--- config.mk ---
export PLATFORM = sky130hd
export DESIGN_NAME = sar_serial_seq
export DESIGN_NICKNAME = d
export VERILOG_FILES = /design/src/rtl/sar_seq_pkg.sv /design/src/rtl/sar_addr_rx.sv /design/src/rtl/sar_approx.sv /design/src/rtl/sar_readback.sv /design/src/rtl/sar_serial_seq.sv
export SDC_FILE = /design/constraint.sdc
export NUM_CORES = 1
export LEC_CHECK = 0
export CORE_MARGIN = 1
export CORE_UTILIZATION = 48
export CTS_CLUSTER_SIZE = 8
export DETAILED_ROUTE_END_ITERATION = 7
export HOLD_SLACK_MARGIN = 0.05
export PLACE_DENSITY_LB_ADDON = 0.2
export SLEW_MARGIN = 5
export SYNTH_ARGS = -nofsm -noshare
export SYNTH_HDL_FRONTEND = slang
export SYNTH_SLANG_ARGS = --single-unit
--- constraint.sdc ---
create_clock -name clk -period 1.8 [get_ports clk]
set_clock_uncertainty 0.2 [all_clocks]
set_input_delay 0.36 -clock clk [delete_from_list [all_inputs] [get_ports clk]]
set_output_delay 0.36 -clock clk [all_outputs]
set_load 0.05 [all_outputs]
--- src/rtl/sar_seq_pkg.sv ---
`timescale 1ns/1ps
package sar_seq_pkg;

    // start bit plus four address bits
    localparam int ADDR_W = 5;

    typedef enum logic [2:0] {
        S_ADDR   = 3'd0,
        S_SETTLE = 3'd1,
        S_CONV   = 3'd2,
        S_HOLD   = 3'd3,
        S_READ   = 3'd4,
        S_DONE   = 3'd5
    } seq_state_e;

    typedef struct packed {
        logic       single;
        logic       odd;
        logic [1:0] sel;
    } chan_addr_t;

    function automatic logic [2:0] chan_index(chan_addr_t a);
        return {a.odd, a.sel};
    endfunction

endpackage

--- src/rtl/sar_addr_rx.sv ---
`timescale 1ns/1ps
module sar_addr_rx
    import sar_seq_pkg::*;
(
    input  logic       clk,
    input  logic       clr,
    input  logic       en,
    input  logic       di,
    output logic       last_o,
    output chan_addr_t addr_o
);
    logic [ADDR_W-1:0] sr;

    always_ff @(posedge clk) begin
        if (clr)
            sr <= '0;
        else if (en)
            sr <= {sr[ADDR_W-2:0], di};
    end

    // the first 1 shifted in is the start bit; one slot short of the top means this di is the last field bit
    assign last_o = en & sr[ADDR_W-2];
    assign addr_o = chan_addr_t'(sr[ADDR_W-2:0]);

    p_start_top_r2: assert property (@(posedge clk) disable iff (clr)
        last_o |=> sr[ADDR_W-1]);

endmodule

--- src/rtl/sar_approx.sv ---
`timescale 1ns/1ps
module sar_approx #(
    parameter int NBITS = 8
) (
    input  logic             clk,
    input  logic             clr,
    input  logic             start,
    input  logic             step,
    input  logic             comp,
    output logic [NBITS-1:0] trial_o,
    output logic             bit_o,
    output logic             first_o,
    output logic             last_o
);
    localparam logic [NBITS-1:0] TOP = {1'b1, {(NBITS-1){1'b0}}};

    logic [NBITS-1:0] trial, pos;
    logic             bit_q;

    always_ff @(posedge clk) begin
        if (clr) begin
            trial <= '0;
            pos   <= '0;
            bit_q <= 1'b0;
        end else if (start) begin
            trial <= TOP;
            pos   <= TOP;
        end else if (step) begin
            trial <= (trial & ~pos) | (comp ? pos : '0) | (pos >> 1);
            pos   <= pos >> 1;
            bit_q <= comp;
        end
    end

    assign trial_o = trial;
    assign bit_o   = bit_q;
    assign first_o = pos[NBITS-1];
    assign last_o  = pos[0];

    p_pos_onehot_r4: assert property (@(posedge clk) disable iff (clr)
        $onehot0(pos));
    p_keep_rule_r4: assert property (@(posedge clk) disable iff (clr)
        step |=> ((trial & $past(pos)) == ($past(comp) ? $past(pos) : '0)));

endmodule

--- src/rtl/sar_readback.sv ---
`timescale 1ns/1ps
module sar_readback #(
    parameter int NBITS = 8
) (
    input  logic             clk,
    input  logic             clr,
    input  logic             load,
    input  logic             shift,
    input  logic [NBITS-1:0] din,
    output logic             bit_o,
    output logic             last_o
);
    localparam int CW = $clog2(NBITS);
    localparam logic [CW-1:0] LAST = CW'(NBITS - 1);

    logic [NBITS-1:0] sr;
    logic [CW-1:0]    cnt;

    always_ff @(posedge clk) begin
        if (clr) begin
            sr  <= '0;
            cnt <= '0;
        end else if (load) begin
            sr  <= din;
            cnt <= '0;
        end else if (shift) begin
            sr  <= sr >> 1;
            cnt <= cnt + 1'b1;
        end
    end

    assign bit_o  = sr[0];
    assign last_o = (cnt == LAST);

    p_shift_count_r7: assert property (@(posedge clk) disable iff (clr)
        (shift && !load) |=> (cnt == CW'($past(cnt) + 1'b1)));

endmodule

--- src/rtl/sar_serial_seq.sv ---
`timescale 1ns/1ps
module sar_serial_seq
    import sar_seq_pkg::*;
#(
    parameter int NBITS  = 8,
    parameter bit HAS_SE = 1'b1
) (
    input  logic             clk,
    input  logic             rst,
    input  logic             cs_n,
    input  logic             di,
    input  logic             comp_i,
    input  logic             se_i,
    output logic             dout_o,
    output logic             dout_oe_o,
    output logic             sars_o,
    output logic [NBITS-1:0] trial_o,
    output logic [2:0]       ch_sel_o,
    output logic             ch_single_o
);
    logic       clr;
    seq_state_e st, st_nx;
    logic       se_eff;
    logic       addr_last, sar_start, sar_step, sar_bit, sar_first, sar_last;
    logic       rb_load, rb_shift, rb_bit, rb_last;
    chan_addr_t addr;
    logic       oe_q, dq_q, oe_nx, dq_nx;

    assign clr = rst | cs_n;

    generate
        if (HAS_SE) begin : g_se_pin
            assign se_eff = se_i;
        end else begin : g_auto_replay
            assign se_eff = 1'b0;
        end
    endgenerate

    sar_addr_rx u_addr (
        .clk    (clk),
        .clr    (clr),
        .en     (st == S_ADDR),
        .di     (di),
        .last_o (addr_last),
        .addr_o (addr)
    );

    sar_approx #(.NBITS(NBITS)) u_sar (
        .clk     (clk),
        .clr     (clr),
        .start   (sar_start),
        .step    (sar_step),
        .comp    (comp_i),
        .trial_o (trial_o),
        .bit_o   (sar_bit),
        .first_o (sar_first),
        .last_o  (sar_last)
    );

    sar_readback #(.NBITS(NBITS)) u_rb (
        .clk    (clk),
        .clr    (clr),
        .load   (rb_load),
        .shift  (rb_shift),
        .din    (trial_o),
        .bit_o  (rb_bit),
        .last_o (rb_last)
    );

    always_comb begin
        st_nx     = st;
        sar_start = 1'b0;
        sar_step  = 1'b0;
        rb_load   = 1'b0;
        rb_shift  = 1'b0;
        unique case (st)
            S_ADDR:   if (addr_last) st_nx = S_SETTLE;
            S_SETTLE: begin sar_start = 1'b1; st_nx = S_CONV; end
            S_CONV: begin
                sar_step = 1'b1;
                if (sar_last) st_nx = S_HOLD;
            end
            S_HOLD:   begin rb_load = 1'b1; st_nx = S_READ; end
            S_READ: if (!se_eff) begin
                if (rb_last) st_nx = S_DONE;
                else         rb_shift = 1'b1;
            end
            S_DONE:   st_nx = S_DONE;
            default:  st_nx = S_ADDR;
        endcase
    end

    always_ff @(posedge clk) begin
        if (clr) st <= S_ADDR;
        else     st <= st_nx;
    end

    // data for the next falling edge
    always_comb begin
        oe_nx = 1'b1;
        dq_nx = 1'b0;
        unique case (st)
            S_ADDR:  oe_nx = 1'b0;
            S_CONV:  dq_nx = sar_first ? 1'b0 : sar_bit;
            S_HOLD:  dq_nx = sar_bit;
            S_READ:  dq_nx = rb_bit;
            default: dq_nx = 1'b0;
        endcase
    end

    always_ff @(negedge clk) begin
        if (clr) begin
            oe_q <= 1'b0;
            dq_q <= 1'b0;
        end else begin
            oe_q <= oe_nx;
            dq_q <= dq_nx;
        end
    end

    assign dout_oe_o   = oe_q & ~cs_n;
    assign dout_o      = dq_q & dout_oe_o;
    assign sars_o      = (st == S_SETTLE) || (st == S_CONV);
    assign ch_sel_o    = (st == S_ADDR) ? 3'b000 : chan_index(addr);
    assign ch_single_o = (st != S_ADDR) && addr.single;

    p_clear_r1: assert property (@(posedge clk) disable iff (rst)
        cs_n |=> (!sars_o && trial_o == '0 && ch_sel_o == 3'b000));
    p_lead_zero_r3: assert property (@(posedge clk) disable iff (clr)
        (st == S_SETTLE) |-> (oe_q && !dq_q));
    p_sars_fall_r6: assert property (@(posedge clk) disable iff (rst)
        $fell(sars_o) |-> (st == S_HOLD || st == S_ADDR));
    p_chan_frozen_r9: assert property (@(posedge clk) disable iff (clr)
        (st != S_ADDR) |=> $stable(ch_sel_o) && $stable(ch_single_o));

endmodule

# [Word-level counts from Yosys, hierarchy flattened]
# Index checks and enable logic that the tools add are counted.
[totals] input_bits=6 output_inout_bits=15 wordCells=64 register_bits=37
[classes] n_reduce_logical=10 n_addsub=1 n_bitwise=10 n_mux=22 n_eq_ne=10
[op_table] operator="$mux W8" count=7
[op_table] operator="$pmux W3 S6" count=1
[op_table] operator="$mux W3" count=5
[op_table] operator="$eq A3 B3 Y1 const B" count=3
[op_table] operator="$and A8 B8 Y8" count=1
[op_table] operator="$mux W1" count=8
[op_table] operator="$not A8 Y8" count=1
[op_table] operator="$or A8 B7 Y8" count=1
[op_table] operator="$or A8 B8 Y8" count=1
[op_table] operator="$eq A3 B2 Y1 const B" count=2
[op_table] operator="$ne A2 B2 Y1 const B" count=3
[op_table] operator="$reduce_and A4 Y1" count=1
[op_table] operator="$reduce_bool A2 Y1" count=2
[op_table] operator="$reduce_or A2 Y1" count=2
[op_table] operator="$add A3 B1 Y3 const B" count=1
[op_table] operator="$and A1 B1 Y1" count=3
[op_table] operator="$eq A3 B1 Y1 const B" count=1
[op_table] operator="$logic_not A3 Y1" count=1
[op_table] operator="$pmux W1 S3" count=1
[op_table] operator="$reduce_bool A3 Y1" count=1
[op_table] operator="$ne A2 B1 Y1 const B" count=1
[op_table] operator="$not A1 Y1" count=2
[op_table] operator="$reduce_and A2 Y1" count=1
[op_table] operator="$logic_and A1 B1 Y1" count=1
[op_table] operator="other kinds (2)" count=2

# [Logic depth before layout (Yosys ltp)]
# Gate-level depths: netlist of the first run.
[depth] ltp_word=6 depth_mapped=6 ltp_nobuf=5

# [Cells and area by module]
# A second synthesis of the first run with hierarchy kept.
[unflattened] hier_cells=170 hier_area_um2=1662.8
[by_module_without_submodules] module="sar_approx" cells_each=72 n_inst=1 area_each_um2=718.2 seq_area_each_um2=340.3
[by_module_without_submodules] module="sar_readback" cells_each=47 n_inst=1 area_each_um2=496.7 seq_area_each_um2=220.2
[by_module_without_submodules] module="sar_serial_seq" cells_each=37 n_inst=1 area_each_um2=294.0 seq_area_each_um2=100.1
[by_module_without_submodules] module="sar_addr_rx" cells_each=14 n_inst=1 area_each_um2=153.9 seq_area_each_um2=80.1

==> metrics, run 1 <==
outcome=complete, but fails checks; failing checks=setup timing; Worst Max-Slew Pin Slew=about 0.45 ns; Residual DRC=0; clock network fraction of total power=0.420; DRT iter0 DRCs=72; ranking of synthesized cells by area=dfxtp_1, a21oi_1, o21ai_0; reg2reg path depth=3; Worst IR Drop VDD=~0.65 mV; initial core utilization=0.524; Synth top cells by count=dfxtp_1, a21oi_1, nand2_1, o21ai_0, nor2_1; final hold slack=0.279 ns; RSZ-0062 raised after global routing=true; area share of the largest cell type after synthesis=0.448; Final WS setup=-0.782 ns; post-synth top area cell=dfxtp_1; worst min path class=reg -> reg; reg2reg setup slack=-0.17 ns; startpoint types=flop; gr usage total=0.235; CTS H-Tree Depth=2; GR met2 Demand/Resource=0.440; Fill cells=roughly 240; largest buffer count on any clock path=2; Post-Syn Area per Cell=approximately 8.4 µm²; vias per std cell=between 5 and 6; core area=roughly 0.0032 mm²; top_reg_cell synth=dfxtp_1; post-synthesis cell count=196; Sequential Power Share=0.542; Comb power frac=0.038; Ports=21; count leader, synth=dfxtp_1; area delta synth->final=39.1%; GRT overflow=0; Final Hold Viols=0; # diodes=0; clock root cell=clkbuf_4; Synth cell types=34; Place WS=-0.534 ns; worst rel slew slack=0.698; via count=roughly 1.6k; wire per inst=~14 µm; Most Used Layer, Global Route=met2; die area=0.00368 mm²; clk slew on worst S/H paths=0.11 ns; Post-DRT Antenna Nets=0; flops & latches, synth=37; Die Width=just over 60 µm; Post-synth EDFFs=0; largest net degree at the start of global routing=16; IO buf count=20; antenna violations before repair=0; DP Wirelength=~2.8 mm; final setup fails=17; max-capacitance violation count=0; YS warnings=0; CTS Buf Count=5; Crit Path Class=reg -> out; clock latency on the worst-skew pair=~0.33 ns; static leakage=roughly 0.86 nW; RD Place Congestion=between 0.7 and 0.8; hold path cells=2; CTS tree=yes; drt pass-1 iters=4; Final nets=245; FFs w/ async S/R, synth=0; FP Rows=20; crit path max fanout=2; Post-Route WL=3.85 mm; Cell Int Power=between 0.001 and 0.0015 W; proportion of layout cells with a drive suffix above 1=0.298; first-pass GRT wire length=approximately 6.4 mm; PwrDens=between 600 and 700 mW/mm²; P_sw=about 0.0003 W; Worst EP required=between 1 and 1.5 ns; worst endpoint data arrival time=2.02 ns; Mapped Nets=between 200 and 250; number of global-route vias before repair=~1.5k; sequential area share after synthesis=0.448; Switching Fraction=0.197; Slew Viols, Final=0; met1 Usage GRT=0.263; die span in y=roughly 60 µm; mapped cell area=around 0.0017 mm²; GRT met3 Usage=0.0533; CP Capture Type=primary output; Sink Count=37
## through the flow
stage	total power (W)	std cells	cell area [µm²]	util	setup TNS (ns)
6_report	0.00151	282	2300	0.729	-2.80
5_1_grt	0.00158	282	2300	0.729	-4.28
4_1_cts	0.00153	282	2290	0.727	-2.77
3_5_place_dp	0.000903	271	2160	0.687	-6.14
3_3_place_gp	0.000901	271	2160	0.687	-5.21
2_1_floorplan	0.000873	196	1700	-	-1.57
## layout make-up
cell class / instances / area [µm²] / area share
multi-input combinational: 144 / 896 / 0.390
sequential: 37 / 744 / 0.324
timing repair buffer: 44 / 497 / 0.216
clock inverter: 4 / 55.1 / 0.0239
tap: 44 / 55.1 / 0.0239
clock buffer: 6 / 41.3 / 0.0180
inverter: 3 / 11.3 / 0.00490
## logic make-up (layout without fill, tap and decap cells)
logic type | Yosys count | after routing | share of synthesized area
flip-flops | 37 | 37 | 0.448
multiplexers | 6 | 6 | 0.0363
buffers and inverters | 15 | 57 | 0.0378
AO/OA/AOI/OAI | 61 | 61 | 0.202
AND/OR/NAND/NOR | 74 | 74 | 0.255
XOR/XNOR | 1 | 1 | 0.00530
adder cells (fa/ha/maj) | 2 | 2 | 0.0151
## power groups by stage
stage	clock network (W)	registers (W)	logic, W
after detailed placement	0.0000104	0.000839	0.0000532
after floorplan	0.0000104	0.000839	0.0000233
after global routing	0.000693	0.000821	0.0000619
after global placement	0.0000104	0.000839	0.0000515
final	0.000635	0.000821	0.0000578
after CTS	0.000647	0.000821	0.0000571
## flip-flops by register name (all words and copies together) (netlist names), 3 cells and up
register	flops
u_rb.sr	8
st	3
u_sar.pos	8
u_sar.trial_o	8
u_addr.sr	4
u_rb.cnt	3
## critical path, cell delays in order (launching register included)
cell	delay [ns]
dfxtp_1	0.30
nor2b_4	0.15
and2_4	0.17
buf_12	0.13
## layer usage
| metal | vias to the layer above | wire [µm] |
|---|---|---|
| li1 | 774 | - |
| met1 | 746 | 1650 |
| met2 | 30 | 2040 |
| met3 | 4 | 121 |
| met4 | 0 | 36 |
| met5 | - | 0 |
## layout by cell type, fill, tap and decap left out, types with 6 or more instances in the layout
master   count
dfxtp_1     34
a21oi_1     29
buf_4       26
nand2_1     19
o21ai_0     18
buf_12      12
nor2_1      11
a31oi_1      7
nor3_1       7
mux2i_1      6
or2_2        6
## timing repair
action	in CTS	in global routing
setup buffers	2	0
gates resized for setup	5	3
pin swaps	2	0
setup endpoints to repair	25	25
gates cloned	0	0
hold buffers	0	0
## path summary, 6_finish.rpt
kind | start | to
max | oe_q | dout_o
min | u_sar.bit_o | u_sar.bit_o
max reg2reg | st[2] | dq_q
min reg2reg | u_sar.bit_o | u_sar.bit_o
Note: power is estimated with default switching activity, not from simulation.
==> run 2, diff against run 1 <==
--- a/config.mk
+++ b/config.mk
@@ -5,9 +5,9 @@
 export SDC_FILE = /design/constraint.sdc
 export NUM_CORES = 1
 export LEC_CHECK = 0
-export CORE_MARGIN = 1
+export CORE_MARGIN = 4
 export CORE_UTILIZATION = 48
-export CTS_CLUSTER_SIZE = 8
+export CTS_CLUSTER_SIZE = 14
 export DETAILED_ROUTE_END_ITERATION = 7
 export HOLD_SLACK_MARGIN = 0.05
 export PLACE_DENSITY_LB_ADDON = 0.2
==> run 2 against run 1 <==
- the flow still finishes with violations (setup timing)
- register-to-register slack improved by 0.04 ns
- sequential power barely moved
- die area rose by 21%
- utilization fell by 4.0 points
- cell area did not move
- count of clock-buffer cells in the layout did not move
- sequential share of layout area rose by 0.054 points
- final cell count rose by 0.71%
- global-route usage fell by 3.8 points
- clock power fell by 25%
- critical path depth did not move
- highest routed layer unchanged
==> metrics, run 2 (synthesis results as in run 1) <==
RD Place Congestion=a little under 0.8; GRT overflow=0; Worst IR Drop VDD=around 0.46 mV; Non-Filler Instances=~280; wire per inst=between 10 and 15 µm; proportion of layout cells with a drive suffix above 1=0.324; # diodes=0; PwrDens=a little under 600 mW/mm²; RSZ-0062 raised after global routing=true; die area=between 0.004 and 0.005 mm²; Ports=21; Worst Max-Slew Pin Slew=between 0.3 and 0.4 ns; dpl cell area=around 0.0022 mm²; Setup TNS Final=-2.47 ns; Final WS setup=-0.794 ns; via count=~1.5k; Post-DRT Antenna Nets=0; Residual DRC=0; failing checks=setup timing; crit path max fanout=2; Final nets=roughly 250; CTS H-Tree Depth=2; static leakage=0.847 nW; die span in y=between 60 and 70 µm; CP Capture Type=primary output; initial core utilization=0.495; FP Rows=21; CTS Buf Count=5; Worst EP required=1.24 ns; clk slew on worst S/H paths=about 0.090 ns; CTS tree=yes; DRT iter0 DRCs=73; Post-Place Cells=273; worst rel slew slack=0.783; worst min path class=reg -> reg; outcome=complete, but fails checks; area delta synth->final=39.1%; drt pass-1 iters=4; clock root cell=clkbuf_4; max-capacitance violation count=0; commonest non-fill, non-tap cell in the layout=dfxtp_1; startpoint types=flop; Die Width=between 60 and 70 µm; IO buf count=20; Final Hold Viols=0; DP Wirelength=2.90 mm; Slew Viols, Final=0; most frequent cells in the layout=dfxtp_1, a21oi_1, buf_4, nand2_1, o21ai_0; Post-CTS Hold Buffers=0; vias per std cell=5.42; Post-Route WL=about 3.9 mm; worst endpoint data arrival time=2.03 ns; final setup fails=9; core area=between 0.003 and 0.004 mm²; largest buffer count on any clock path=2; largest net degree at the start of global routing=16; antenna violations before repair=0; Sink Count=37; post-route cell area=between 0.002 and 0.0025 mm²; clock latency on the worst-skew pair=around 0.33 ns; Crit Path Class=reg -> out; gr usage total=0.197; number of global-route vias before repair=1536; first-pass GRT wire length=approximately 6.7 mm
## run 2: cell count changes in the layout (fill, tap and decap cells not counted), moves of 2 or more
cell,before,now
o21ai_1,1,3
buf_6,1,5
o21ai_0,18,16
nor3b_2,1,6
clkdlybuf4s50_1,5,3
dlygate4sd2_1,0,2
nor3b_1,5,0
buf_4,26,24
## run 2: worst max-delay path, cell delays in order, from the launching register on
cell,delay [ns]
dfxtp_2,0.31
nor2b_4,0.14
and2_4,0.16
buf_12,0.13
## run 2: layer usage
layer / up-vias / GRT usage / part of all wire
li1: 774 / - / -
met1: 736 / 0.238 / 0.45
met2: 17 / 0.334 / 0.51
met3: 11 / 0.0422 / 0.022
met4: 0 / 0.0838 / 0.024
met5: - / 0 / 0
## run 2: worst paths after layout
check | start | endpoint | slack, ns | cells past startpoint
hold / removal | u_sar.bit_o | u_sar.bit_o | 0.28 | 2
hold reg to reg | u_sar.bit_o | u_sar.bit_o | 0.28 | 2
setup / recovery | oe_q | dout_o | -0.79 | 3
setup reg to reg | st[0] | dq_q | -0.13 | 3
## run 2: timing repair
| action | CTS | global route |
|---|---|---|
| pin swaps | 4 | 0 |
| buffers inserted | 4 | 0 |
| endpoints found under the setup margin | 13 | 21 |
| resized for setup | 16 | 6 |
## run 2: per-stage QoR
step	total power, W	util	setup WS (ns)	hold WS [ns]
2_1_floorplan	0.000873	-	-0.569	0.237
5_1_grt	0.00140	0.689	-0.857	0.291
3_3_place_gp	0.000901	0.646	-0.588	0.257
4_1_cts	0.00137	0.688	-0.796	0.277
3_5_place_dp	0.000903	0.646	-0.612	0.263
6_report	0.00135	0.689	-0.794	0.275
## run 2: where the power goes
group / internal [W] / switching, W
Combinational: 0.0000265 / 0.0000290
Clock: 0.000219 / 0.000258
Sequential: 0.000820 / 0.00000111
Total: 0.00107 / 0.000288
## run 2: final cells by class
cell class | instances | area, µm²
Fill cell | 277 | 1040
Multi-Input combinational cell | 144 | 915
Timing Repair Buffer | 45 | 504
Inverter | 3 | 11.3
Clock buffer | 6 | 41.3
Tap cell | 46 | 57.6
Sequential cell | 37 | 746
Clock inverter | 3 | 25.0
==> run 3, diff against run 2 <==
--- a/config.mk
+++ b/config.mk
@@ -6,9 +6,10 @@
 export NUM_CORES = 1
 export LEC_CHECK = 0
 export CORE_MARGIN = 4
-export CORE_UTILIZATION = 48
+export CORE_UTILIZATION = 55
 export CTS_CLUSTER_SIZE = 14
 export DETAILED_ROUTE_END_ITERATION = 7
+export DONT_BUFFER_PORTS = 1
 export HOLD_SLACK_MARGIN = 0.05
 export PLACE_DENSITY_LB_ADDON = 0.2
 export SLEW_MARGIN = 5
==> run 3 against run 2 <==
- the run still ends with setup timing left
- register-to-register slack is essentially flat
- die area shrank 11%
- clock power grew 20%
- setup slack gained 0.086 ns
- power grew 5.8%
- final cell count shrank 11%
- wire length grew 2.0%
- combinational power shrank 28%
- critical path type unchanged
==> metrics, run 3 (synthesis results as in run 1) <==
core area=around 0.0028 mm²; vias per std cell=between 6 and 7; fin util=0.739; Ports=21; CTS tree=yes; FP Rows=19; clk slew on worst S/H paths=between 0.1 and 0.15 ns; dpl cell area=approximately 0.0019 mm²; CP Capture Type=primary output; clock latency on the worst-skew pair=0.34 ns; static leakage=0.739 nW; via count=roughly 1.5k; Worst Max-Slew Pin Slew=0.586 ns; Final WS setup=-0.707 ns; Worst IR Drop VDD=0.471 mV; Sink Count=37; die span in y=about 63 µm; clock root cell=clkbuf_4; final setup fails=9; hold path cells=3; Post-Place Cells=240; first-pass GRT wire length=6.78 mm; final hold slack=0.0987 ns; Final Hold Viols=0; Residual DRC=0; Post-DRT Antenna Nets=0; worst min path class=in -> reg; worst endpoint data arrival time=between 1.5 and 2 ns; # diodes=0; commonest non-fill, non-tap cell in the layout=dfxtp_1; Most Used Layer, Global Route=met2; Crit Path Class=reg -> out; crit path max fanout=2; Die Width=62.8 µm; reg2reg setup slack=-0.13 ns; proportion of layout cells with a drive suffix above 1=0.276; met1 Usage GRT=0.249; number of global-route vias before repair=~1.5k; largest buffer count on any clock path=2; RSZ-0062 raised after global routing=true; outcome=complete, but fails checks; IO buf count=0; GR met2 Demand/Resource=0.375; PwrDens=around 690 mW/mm²; DRT iter0 DRCs=approximately 180; Slew Viols, Final=0; RD Place Congestion=0.844; Place WS=-0.316 ns; GRT met3 Usage=0.0665; CTS Buf Count=5; Post-Route WL=~4.0 mm; area delta synth->final=25.4%; drt pass-1 iters=4; Final nets=roughly 230; initial core utilization=0.589; CTS H-Tree Depth=2; max-capacitance violation count=0; most frequent cells in the layout=dfxtp_1, a21oi_1, nand2_1, buf_4, o21ai_0; Worst EP required=~1.2 ns; gr usage total=0.214; antenna violations before repair=0; GRT overflow=0; wire per inst=15.7 µm; startpoint types=flop; die area=0.00395 mm²; Non-Filler Instances=~250; DP Wirelength=approximately 2.7 mm; reg2reg path depth=3; worst rel slew slack=0.609; largest net degree at the start of global routing=16; failing checks=setup timing; post-route cell area=0.00207 mm²
run 3: changes by cell type in the layout (fill, tap and decap cells not counted), sizes merged:
| cell | previous run | this run |
|---|---|---|
| buf | 40 | 26 |
| clkbuf | 6 | 5 |
| clkdlybuf4s50 | 3 | 0 |
| clkinv | 0 | 1 |
| dlygate4sd2 | 2 | 0 |
| dlygate4sd3 | 0 | 2 |
run 3: through the flow:
step / total power (W) / setup TNS (ns)
2_1_floorplan: 0.000873 / -1.57
3_3_place_gp: 0.000882 / -0.757
3_5_place_dp: 0.000883 / -1.04
4_1_cts: 0.00144 / -2.12
5_1_grt: 0.00151 / -2.75
6_report: 0.00143 / -2.14
run 3: worst paths after layout:
check | start | end
worst max-delay path | oe_q | dout_o
worst min register to register | u_sar.bit_o | u_sar.bit_o
worst max register to register | u_sar.pos[7] | dq_q
worst min-delay path | rst | u_rb.sr[1]
run 3: report_power, final:
group / internal (W) / switching, W / leakage (nW) / total (W)
clock: 0.000289 / 0.000284 / 0.0517 / 0.000572
sequential: 0.000818 / 0.00000120 / 0.301 / 0.000820
combinational: 0.0000149 / 0.0000252 / 0.387 / 0.0000401
total: 0.00112 / 0.000310 / 0.739 / 0.00143
run 3: what timing repair did:
item | in CTS | in global routing
hold buffers | 2 | 0
gates resized for setup | 11 | 7
buffers inserted | 2 | 0
pin swaps | 1 | 2
endpoints found under the setup margin | 22 | 18
endpoints found under the hold margin | 2 | 0
run 3: per-layer routing:
metal | vias to the layer above | share of wire
li1 | 737 | -
met3 | 5 | 0.049
met5 | - | 0
met4 | 0 | 0.0099
met1 | 734 | 0.41
met2 | 38 | 0.53
run 3: layout make-up:
cell class / instances / area (µm²)
well taps: 31 / 38.8
multi-input cells: 144 / 912
clock buffers: 5 / 37.5
flip-flops and latches: 37 / 749
inverters: 3 / 11.3
fillers: 206 / 733
repair buffers: 28 / 280
clock inverters: 4 / 42.5
run 3: critical path, stage by stage (launching register included):
cell and delay, ns:
dfxtp_2 0.30, nor2b_4 0.12, and2_4 0.24
